$ cat config.mk
export PLATFORM = sky130hd
export DESIGN_NAME = vbi_capture
export DESIGN_NICKNAME = d
export VERILOG_FILES = /design/src/rtl/vbi_capture.sv
export SDC_FILE = /design/constraint.sdc
export NUM_CORES = 1
export LEC_CHECK = 0
export CORE_MARGIN = 10
export CORE_UTILIZATION = 55
export CTS_CLUSTER_SIZE = 28
export DETAILED_ROUTE_END_ITERATION = 8
export DONT_BUFFER_PORTS = 1
export GPL_TIMING_DRIVEN = 0
export HOLD_SLACK_MARGIN = 0.12
export PLACE_DENSITY = 0.78
export SYNTH_ARGS = -nofsm -noshare
export SYNTH_HDL_FRONTEND = slang
export SYNTH_SLANG_ARGS = --single-unit
$ cat constraint.sdc
create_clock -name clk -period 5.1 [get_ports clk]
set_input_delay 1.53 -clock clk [delete_from_list [all_inputs] [get_ports clk]]
set_output_delay 1.53 -clock clk [all_outputs]
set_load 0.02 [all_outputs]
$ cat src/rtl/vbi_capture.sv
module vbi_capture #(
  parameter int AW         = 10,
  parameter int PW         = 11,
  parameter int OW         = 9,
  parameter int CW         = 6,
  parameter int FIRST_LINE = 2,
  parameter int LAST_LINE  = 21
) (
  input  logic          clk,
  input  logic          rst_n,
  input  logic          vsync_n,
  input  logic          hsync_n,
  input  logic [7:0]    vid_data,
  input  logic [7:0]    ctrl,
  input  logic [PW-1:0] win_len,
  input  logic [OW-1:0] win_ofs,
  output logic          wr_en,
  output logic [AW-1:0] wr_addr,
  output logic [7:0]    wr_data,
  output logic          field_done,
  output logic          overflow
);
  localparam int LCW = OW + 1;
  localparam int NLW = 3 + CW;
  localparam logic [7:0] PKT_ID = 8'h85;

  typedef enum logic [1:0] {IDLE, HDR, DATA} st_t;

  logic          vs_q, hs_q, vs_p, hs_p;
  logic [7:0]    d_q, hb3;
  logic [PW-1:0] pix_r, pix;
  logic [LCW-1:0] line_cnt, n_line;
  logic [AW:0]   ptr, base, wptr, nbase;
  st_t           st, nst;
  logic [1:0]    hidx, nidx;
  logic [CW-1:0] rem, nrem;
  logic          a_wr, a_rw;

  wire vs_fall = vs_p & ~vs_q;
  wire vs_rise = ~vs_p & vs_q;
  wire hs_rise = ~hs_p & hs_q;

  assign pix    = hs_rise ? '0 : pix_r;
  assign n_line = hs_rise ? ((line_cnt == '1) ? line_cnt : line_cnt + 1'b1) : line_cnt;

  wire line_ok = ~ctrl[6] | (n_line > {1'b0, win_ofs});
  wire in_pix  = ~ctrl[6] | (pix < win_len);

  wire [NLW-1:0] hdr_line = {hb3[CW-1:0], d_q[6:4]};
  wire [3:0]     hdr_type = d_q[3:0];
  wire is_raw  = (hdr_type == 4'b0110) | (hdr_type == 4'b0111) | (hdr_type == 4'b1111);
  wire vbi_ok  = ~ctrl[4] | ((hdr_line >= NLW'(FIRST_LINE)) & (hdr_line <= NLW'(LAST_LINE)));
  wire type_ok = ~ctrl[7] | (hdr_type == ctrl[3:0]);
  wire raw_ok  = ~is_raw | ctrl[5];
  wire keep    = (^d_q) & vbi_ok & type_ok & raw_ok;

  always_comb begin
    a_wr  = 1'b0;
    a_rw  = 1'b0;
    nst   = st;
    nidx  = hidx;
    nrem  = rem;
    nbase = base;
    wptr  = ptr;
    if (vs_fall) begin
      nst = IDLE;
    end else if (hs_rise) begin
      nbase = (st != IDLE) ? base : ptr;
      wptr  = nbase;
      if (line_ok && in_pix && d_q == PKT_ID) begin
        a_wr = 1'b1;
        nst  = HDR;
        nidx = 2'd1;
      end else begin
        a_rw = 1'b1;
        nst  = IDLE;
      end
    end else if (st != IDLE) begin
      if (!in_pix) begin
        a_rw = 1'b1;
        nst  = IDLE;
      end else if (st == HDR) begin
        case (hidx)
          2'd1: if (d_q[7:6] == 2'b10) begin
                  a_wr = 1'b1; nidx = 2'd2; nrem = d_q[CW-1:0];
                end else begin
                  a_rw = 1'b1; nst = IDLE;
                end
          2'd2: if (^d_q) begin
                  a_wr = 1'b1; nidx = 2'd3;
                end else begin
                  a_rw = 1'b1; nst = IDLE;
                end
          default: if (keep) begin
                  a_wr = 1'b1;
                  nst  = (rem == '0) ? IDLE : DATA;
                end else begin
                  a_rw = 1'b1; nst = IDLE;
                end
        endcase
      end else begin
        a_wr = 1'b1;
        nrem = rem - 1'b1;
        if (rem == CW'(1)) nst = IDLE;
      end
    end
  end

  always_ff @(posedge clk) begin
    if (!rst_n) begin
      vs_q <= 1'b1; hs_q <= 1'b1; vs_p <= 1'b1; hs_p <= 1'b1;
      d_q <= '0; hb3 <= '0;
      pix_r <= '0; line_cnt <= '0;
      ptr <= '0; base <= '0;
      st <= IDLE; hidx <= '0; rem <= '0;
      wr_en <= 1'b0; wr_addr <= '0; wr_data <= '0;
      field_done <= 1'b0; overflow <= 1'b0;
    end else begin
      vs_q <= vsync_n; hs_q <= hsync_n; d_q <= vid_data;
      vs_p <= vs_q;    hs_p <= hs_q;
      pix_r <= (pix == '1) ? pix : pix + 1'b1;
      if (vs_rise)      line_cnt <= '0;
      else if (hs_rise) line_cnt <= n_line;
      field_done <= hs_rise & ~vs_fall & (n_line == LCW'(LAST_LINE + 1));
      if (st == HDR && hidx == 2'd2) hb3 <= d_q;
      st <= nst; hidx <= nidx; rem <= nrem; base <= nbase;
      wr_en <= 1'b0;
      if (vs_fall) begin
        ptr <= '0;
      end else if (a_rw) begin
        ptr <= nbase;
      end else if (a_wr) begin
        if (wptr[AW]) begin
          overflow <= 1'b1;
          ptr      <= wptr;
        end else begin
          wr_en   <= 1'b1;
          wr_addr <= wptr[AW-1:0];
          wr_data <= d_q;
          ptr     <= wptr + 1'b1;
        end
      end
    end
  end
endmodule

# Word-level counts from Yosys, hierarchy flattened
# Index checks and enable logic that the tools add are counted.
# classes
add_sub_neg	4
n_lt_le_gt_ge	4
n_eq_ne	21
mux	55
n_bitwise	29
reduce_logical	19
# op_table
op	n
two-way mux 11 bit	10
two-way mux 2 bit	16
adder 11 x 1 -> 11 bit (second input constant)	2
two-way mux 1 bit	20
two-way mux 10 bit	2
two-way mux 6 bit	3
inverter 1 bit	13
AND reduction 4 bit	3
equality test 11 bit (second input constant)	1
less-than comparator 11 bit	1
adder 10 x 1 -> 10 bit (second input constant)	1
equality test 10 bit (second input constant)	1
equality test 10 x 5 -> 1 bit (second input constant)	1
greater-than comparator 10 x 9 -> 1 bit	1
!= test 5 bit (second input constant)	2
nonzero test 2 bit	5
bitwise AND 1 bit	9
greater-or-equal comparator 9 x 2 -> 1 bit (second input constant)	1
<= comparator 9 x 5 -> 1 bit (second input constant)	1
equality test 4 x 3 -> 1 bit (second input constant)	2
equality test 8 bit (second input constant)	1
one-hot mux 2 bit (2 select lines)	2
AND reduction 8 bit	1
XOR reduction 8 bit	1
18 further kinds	32
# totals
regBits	92
input_bits	40
out_inout_bits	21

# Logic depth before layout (Yosys ltp)
# depth
word_depth	15
ltp_mapped	18
depth_no_buf	17

# Worst setup path before layout
# OpenSTA, ideal clock, no wires.
# synth_timing
kind	input port to flip-flop
startpoint	input win_len[5]
endpoint	register wr_addr[0]
setup_ps	72
t_arrival_ps	3844
path_slack_ps	1185
path_stages	11
path_buffers	1
path_cell_list	inv_1 -> ha_1 -> a211oi_1 -> nor3_1 -> o41ai_2 -> and2_1 -> nand2_1 -> a2111o_1 -> nor3_4 -> buf_8 -> mux2i_1
# synth_between
elab_chain_len	9
# synth_lines
element	line	rtl
start, declared	15	input logic [PW-1:0] win_len,
less-than comparator 11 bit *	47	wire in_pix = ~ctrl[6] | (pix < win_len);
bitwise OR 1 bit *	47	
logical AND 1 bit (2 in series)	70	if (line_ok && in_pix && d_q == PKT_ID) begin
two-way mux 1 bit	70	
two-way mux 1 bit	67	end else if (hs_rise) begin
two-way mux 1 bit	65	if (vs_fall) begin
inverter 1 bit (no source line)	n/a	
AND reduction 4 bit (no source line) *	n/a	
end signal, assigned	138	wr_addr <= wptr[AW-1:0];
end, declared	18	output logic [AW-1:0] wr_addr,
# Every way passes the cells marked *; elsewhere a longest branch is shown, timed or not.
# A chain may end at the register's enable or synchronous reset.

# Worst setup path after layout
# layout_timing
startpoint	register line_cnt[0]
endpoint	register wr_data[1]
# layout_between
elab_chain_len	12
# layout_lines
element	line	rtl
start, declared	32	logic [LCW-1:0] line_cnt, n_line;
start signal, assigned	123	else if (hs_rise) line_cnt <= n_line;
adder 10 x 1 -> 10 bit or equality test 10 bit (tied branches)	44	assign n_line = hs_rise ? ((line_cnt == '1) ? line_cnt : line_cnt + 1'b1) : line_cnt;
two-way mux 10 bit * (2 in series)	44	
named net n_line[7]	32	
greater-than comparator 10 x 9 -> 1 bit *	46	wire line_ok = ~ctrl[6] | (n_line > {1'b0, win_ofs});
bitwise OR 1 bit *	46	
logical AND 1 bit * (2 in series)	70	
two-way mux 1 bit	70	
two-way mux 1 bit	67	
two-way mux 1 bit	65	
inverter 1 bit (no source line)	n/a	
AND reduction 4 bit (no source line) *	n/a	
end signal, assigned	139	wr_data <= d_q;
end, declared	19	output logic [7:0] wr_data,
# Mark *: on every way through the listed nets, which the timed path passes. The rest lies on a longest branch.

==> results summary <==
The flow ran to the end, and the final reports show no timing, DRC or antenna violations. The die covers 14100 um^2. The sort of element at the start of the critical path is a register. The clock latency reported for the late side of the worst-skew pair came out at ~0.38 ns. The maximum number of pins on one net before global-route repair came out at 15. Setup total negative slack on the finished layout was measured at 0 ns. For this run, the leading register cell type out of synthesis is dfxtp_1. The vias after detailed routing is 4878. The highest clock frequency the design can meet came out at ~230 MHz. Each instance of the synthesized netlist takes up on average 8.02 um^2. The placer congestion estimate came out at 0.929. The number of synthesized register bits is 92. The number of distinct standard cells referenced by the synthesized netlist is 60.

The leakage power summed over all cells came out at 2.19 nW. The clock passes through at most 2 buffers. The slack of the critical path is 0.688 ns.

The number of design rule violations left after detail routing came out at 0. Clock skew on the completed layout was measured at ~0.010 ns. The synthesized instance count came out at 670.

The placed cell area is approximately 5500 um^2. The DRC marker count from the first detailed-route iteration came out at 394. The area of the core is 9640 um^2. Max-cap violations in this run came to 0. The top cell types in the final layout, fill and taps aside, are nand2_1 (100), dfxtp_1 (92), a21oi_1 (48).

The average vias per placed instance is 5.94. The net count after synthesis is ~750. The post-synthesis sequential area ratio is 0.343.

The first-pass GRT wire length is 23000 um. The number of synthesis warnings is 0. The count of endpoints failing setup in the final report came out at 0.

The critical path in this run is classified as register to register. The peak supply drop is 0.184 mV. The pre-antenna-repair detailed-routing pass consisted of 5 iterations. The total routed wirelength came out at 13900 um. The max-slew violation total from the final report is 0. Leaving out fill and tap cells, the most frequent cell in the layout is nand2_1.

The slew of the pin with the lowest slew margin is roughly 1.2 ns. The final critical delay including setup and external delays is 4.41 ns. The number of placed instances, taps included, is 803. The post-placement worst setup slack is between 0.6 and 0.7 ns. The final antenna-violating net count came out at 0. After detailed routing, the average wire length per cell comes to 17.0 um. Setup repair after global routing left no endpoint under its margin. The finished cells cover 5780 um^2. The count of buffers added by post-CTS timing repair for setup came out at 0. The die is 119 um wide. The site row count is 36. The clock buffer count from CTS is 9. The highest net fanout along the worst path is 10.

The tightest hold margin is 0.465 ns. The total number of nets in the final design is between 700 and 800. The wire-length estimate of the detail-placed layout is 10800 um. Yosys mapped a number of flops with a built-in enable equal to 0. The post-synthesis instance area is 5370 um^2. The post-route non-filler standard cell count came out at 821.

The clock slew seen by the registers of the worst setup and hold paths is ~0.09 ns. Of the cells placed in the final design, the portion with a size suffix greater than 1 is 0.0539. The number of global-route vias before repair came to 4719. From synthesis to final layout, the design area changed by 7.59%. The critical path data required time came out at ~5.4 ns. For this run, the total global-route usage over all layers was measured as 0.195.

The path class of the tightest hold or removal check is register to register. The critical path endpoint category is a register. In the synthesized netlist the async set-or-reset flop fraction comes to 0.

TritonCTS built the clock tree. The cell chosen for the clock root is clkbuf_8. The number of antenna violations at the first check in global routing is 2. The worst max-slew margin expressed relative to the limit came out at 0.210. The arrival time of data at the critical path endpoint is about 4.7 ns. The total I/O pin count came out at 61.

The H-tree was split into 3 levels. The quantity of hold-fixing buffers added after cts came out at 0. The total of buffers placed on input and output ports came out at 0. The global route total overflow came out at 0. For this configuration, the core starts out at a cell density of 0.557. The count of final hold-check violations came out at 0.

The post-cts repair resize count is 0. The y dimension of the die came out at 119 um. The number of clock sinks came out at 92. In this run the power density over the cells is around 250 nW/um^2.

The final period utilization is 0.865.
[per-stage QoR]
| stage | util | total power, mW |
|---|---|---|
| after floorplan | - | 0.853 |
| after global placement | 0.575 | 0.880 |
| after detailed placement | 0.575 | 0.886 |
| after CTS | 0.599 | 1.45 |
| after global routing | 0.600 | 1.49 |
| final | 0.600 | 1.44 |
[worst max-delay path: stages (launching register included)]
cell       delay, ns
dfxtp_1         0.36
ha_1            0.24
nand2_1         0.15
nor3_1          0.07
a31oi_1         0.49
nand2_1         0.18
nor2_1          0.16
xnor2_1         0.19
inv_1           0.08
ha_1            0.32
a211oi_1        0.07
and3_1          0.14
o221a_2         0.13
o21ai_2         0.32
o2bb2ai_1       0.24
nand2_1         0.25
nor3_4          0.53
buf_8           0.23
mux2i_1         0.20
[path summary, 6_finish.rpt]
path                            cells after the start  slack, ns                startpoint                      end
worst max-delay path                               18       0.69  line_cnt[0]$_SDFFE_PP0N_  wr_data[1]$_SDFFE_PN0P_
worst min-delay path                                2       0.47       hb3[3]$_SDFFE_PN0P_      hb3[3]$_SDFFE_PN0P_
worst max register to register                     18       0.69  line_cnt[0]$_SDFFE_PP0N_  wr_data[1]$_SDFFE_PN0P_
worst min register to register                      2       0.47       hb3[3]$_SDFFE_PN0P_      hb3[3]$_SDFFE_PN0P_
[cells in the mapped netlist (6+ instances only)]
library cell  count  area share
a211oi_1         13       0.018
a21oi_1          48       0.045
a31oi_1          15       0.017
and2_1           21       0.024
and3_1            8      0.0093
buf_2             6      0.0056
clkbuf_1         19       0.013
dfxtp_1          92        0.34
ha_1             35       0.082
inv_1            46       0.032
mux2i_1          20       0.037
nand2_1         100       0.070
nand2b_1         13       0.015
nand3_1          32       0.030
nand4_1           8      0.0093
nor2_1           40       0.028
nor2b_1          10       0.012
nor3_1           15       0.014
nor4_1            9       0.010
o21ai_0          20       0.019
xnor2_1          24       0.039
xor2_1            7       0.011
[layout make-up]
type	instances	area (um^2)
fillers	908	3860
multi-input cells	505	3240
flip-flops and latches	92	1840
inverters	47	176
clock buffers	13	169
well taps	133	166
plain buffers	26	116
clock inverters	3	67.6
diodes	2	5.00
[per-layer routing]
metal / share of wire / global-route usage
met1: 0.43 / 0.242
met2: 0.47 / 0.317
met3: 0.078 / 0.0453
met4: 0.021 / 0.0832
met5: 0 / 0
[registers in the layout (all words and copies together) (netlist names)]
register and flops:
base 11, d_q 8, field_done 1, hb3 6, hidx 2, hs_p 1
hs_q 1, line_cnt 10, overflow 1, pix_r 11, ptr 11, rem 6
st 2, vs_p 1, vs_q 1, wr_addr 10, wr_data 8, wr_en 1
[cell families (layout without fill, tap and decap cells)]
kind of cell | after synthesis | count (layout) | synth area share
and+or+nand+nor | 276 | 276 | 0.252
other | 0 | 2 | 0
adders and majority gates | 35 | 35 | 0.0815
AOI/OAI and AO/OA | 138 | 138 | 0.171
buffers and inverters | 73 | 89 | 0.0545
muxes | 25 | 25 | 0.0477
DFF | 92 | 92 | 0.343
xor gates and xnor gates | 31 | 31 | 0.0505
[power by group]
group / switching (mW) / leakage (nW) / internal, mW / total (mW)
Combinational: 0.0780 / 1.32 / 0.0467 / 0.125
Sequential: 0.0164 / 0.745 / 0.730 / 0.746
Clock: 0.256 / 0.116 / 0.317 / 0.573
No activity file was read; power rests on OpenSTA's default activity.
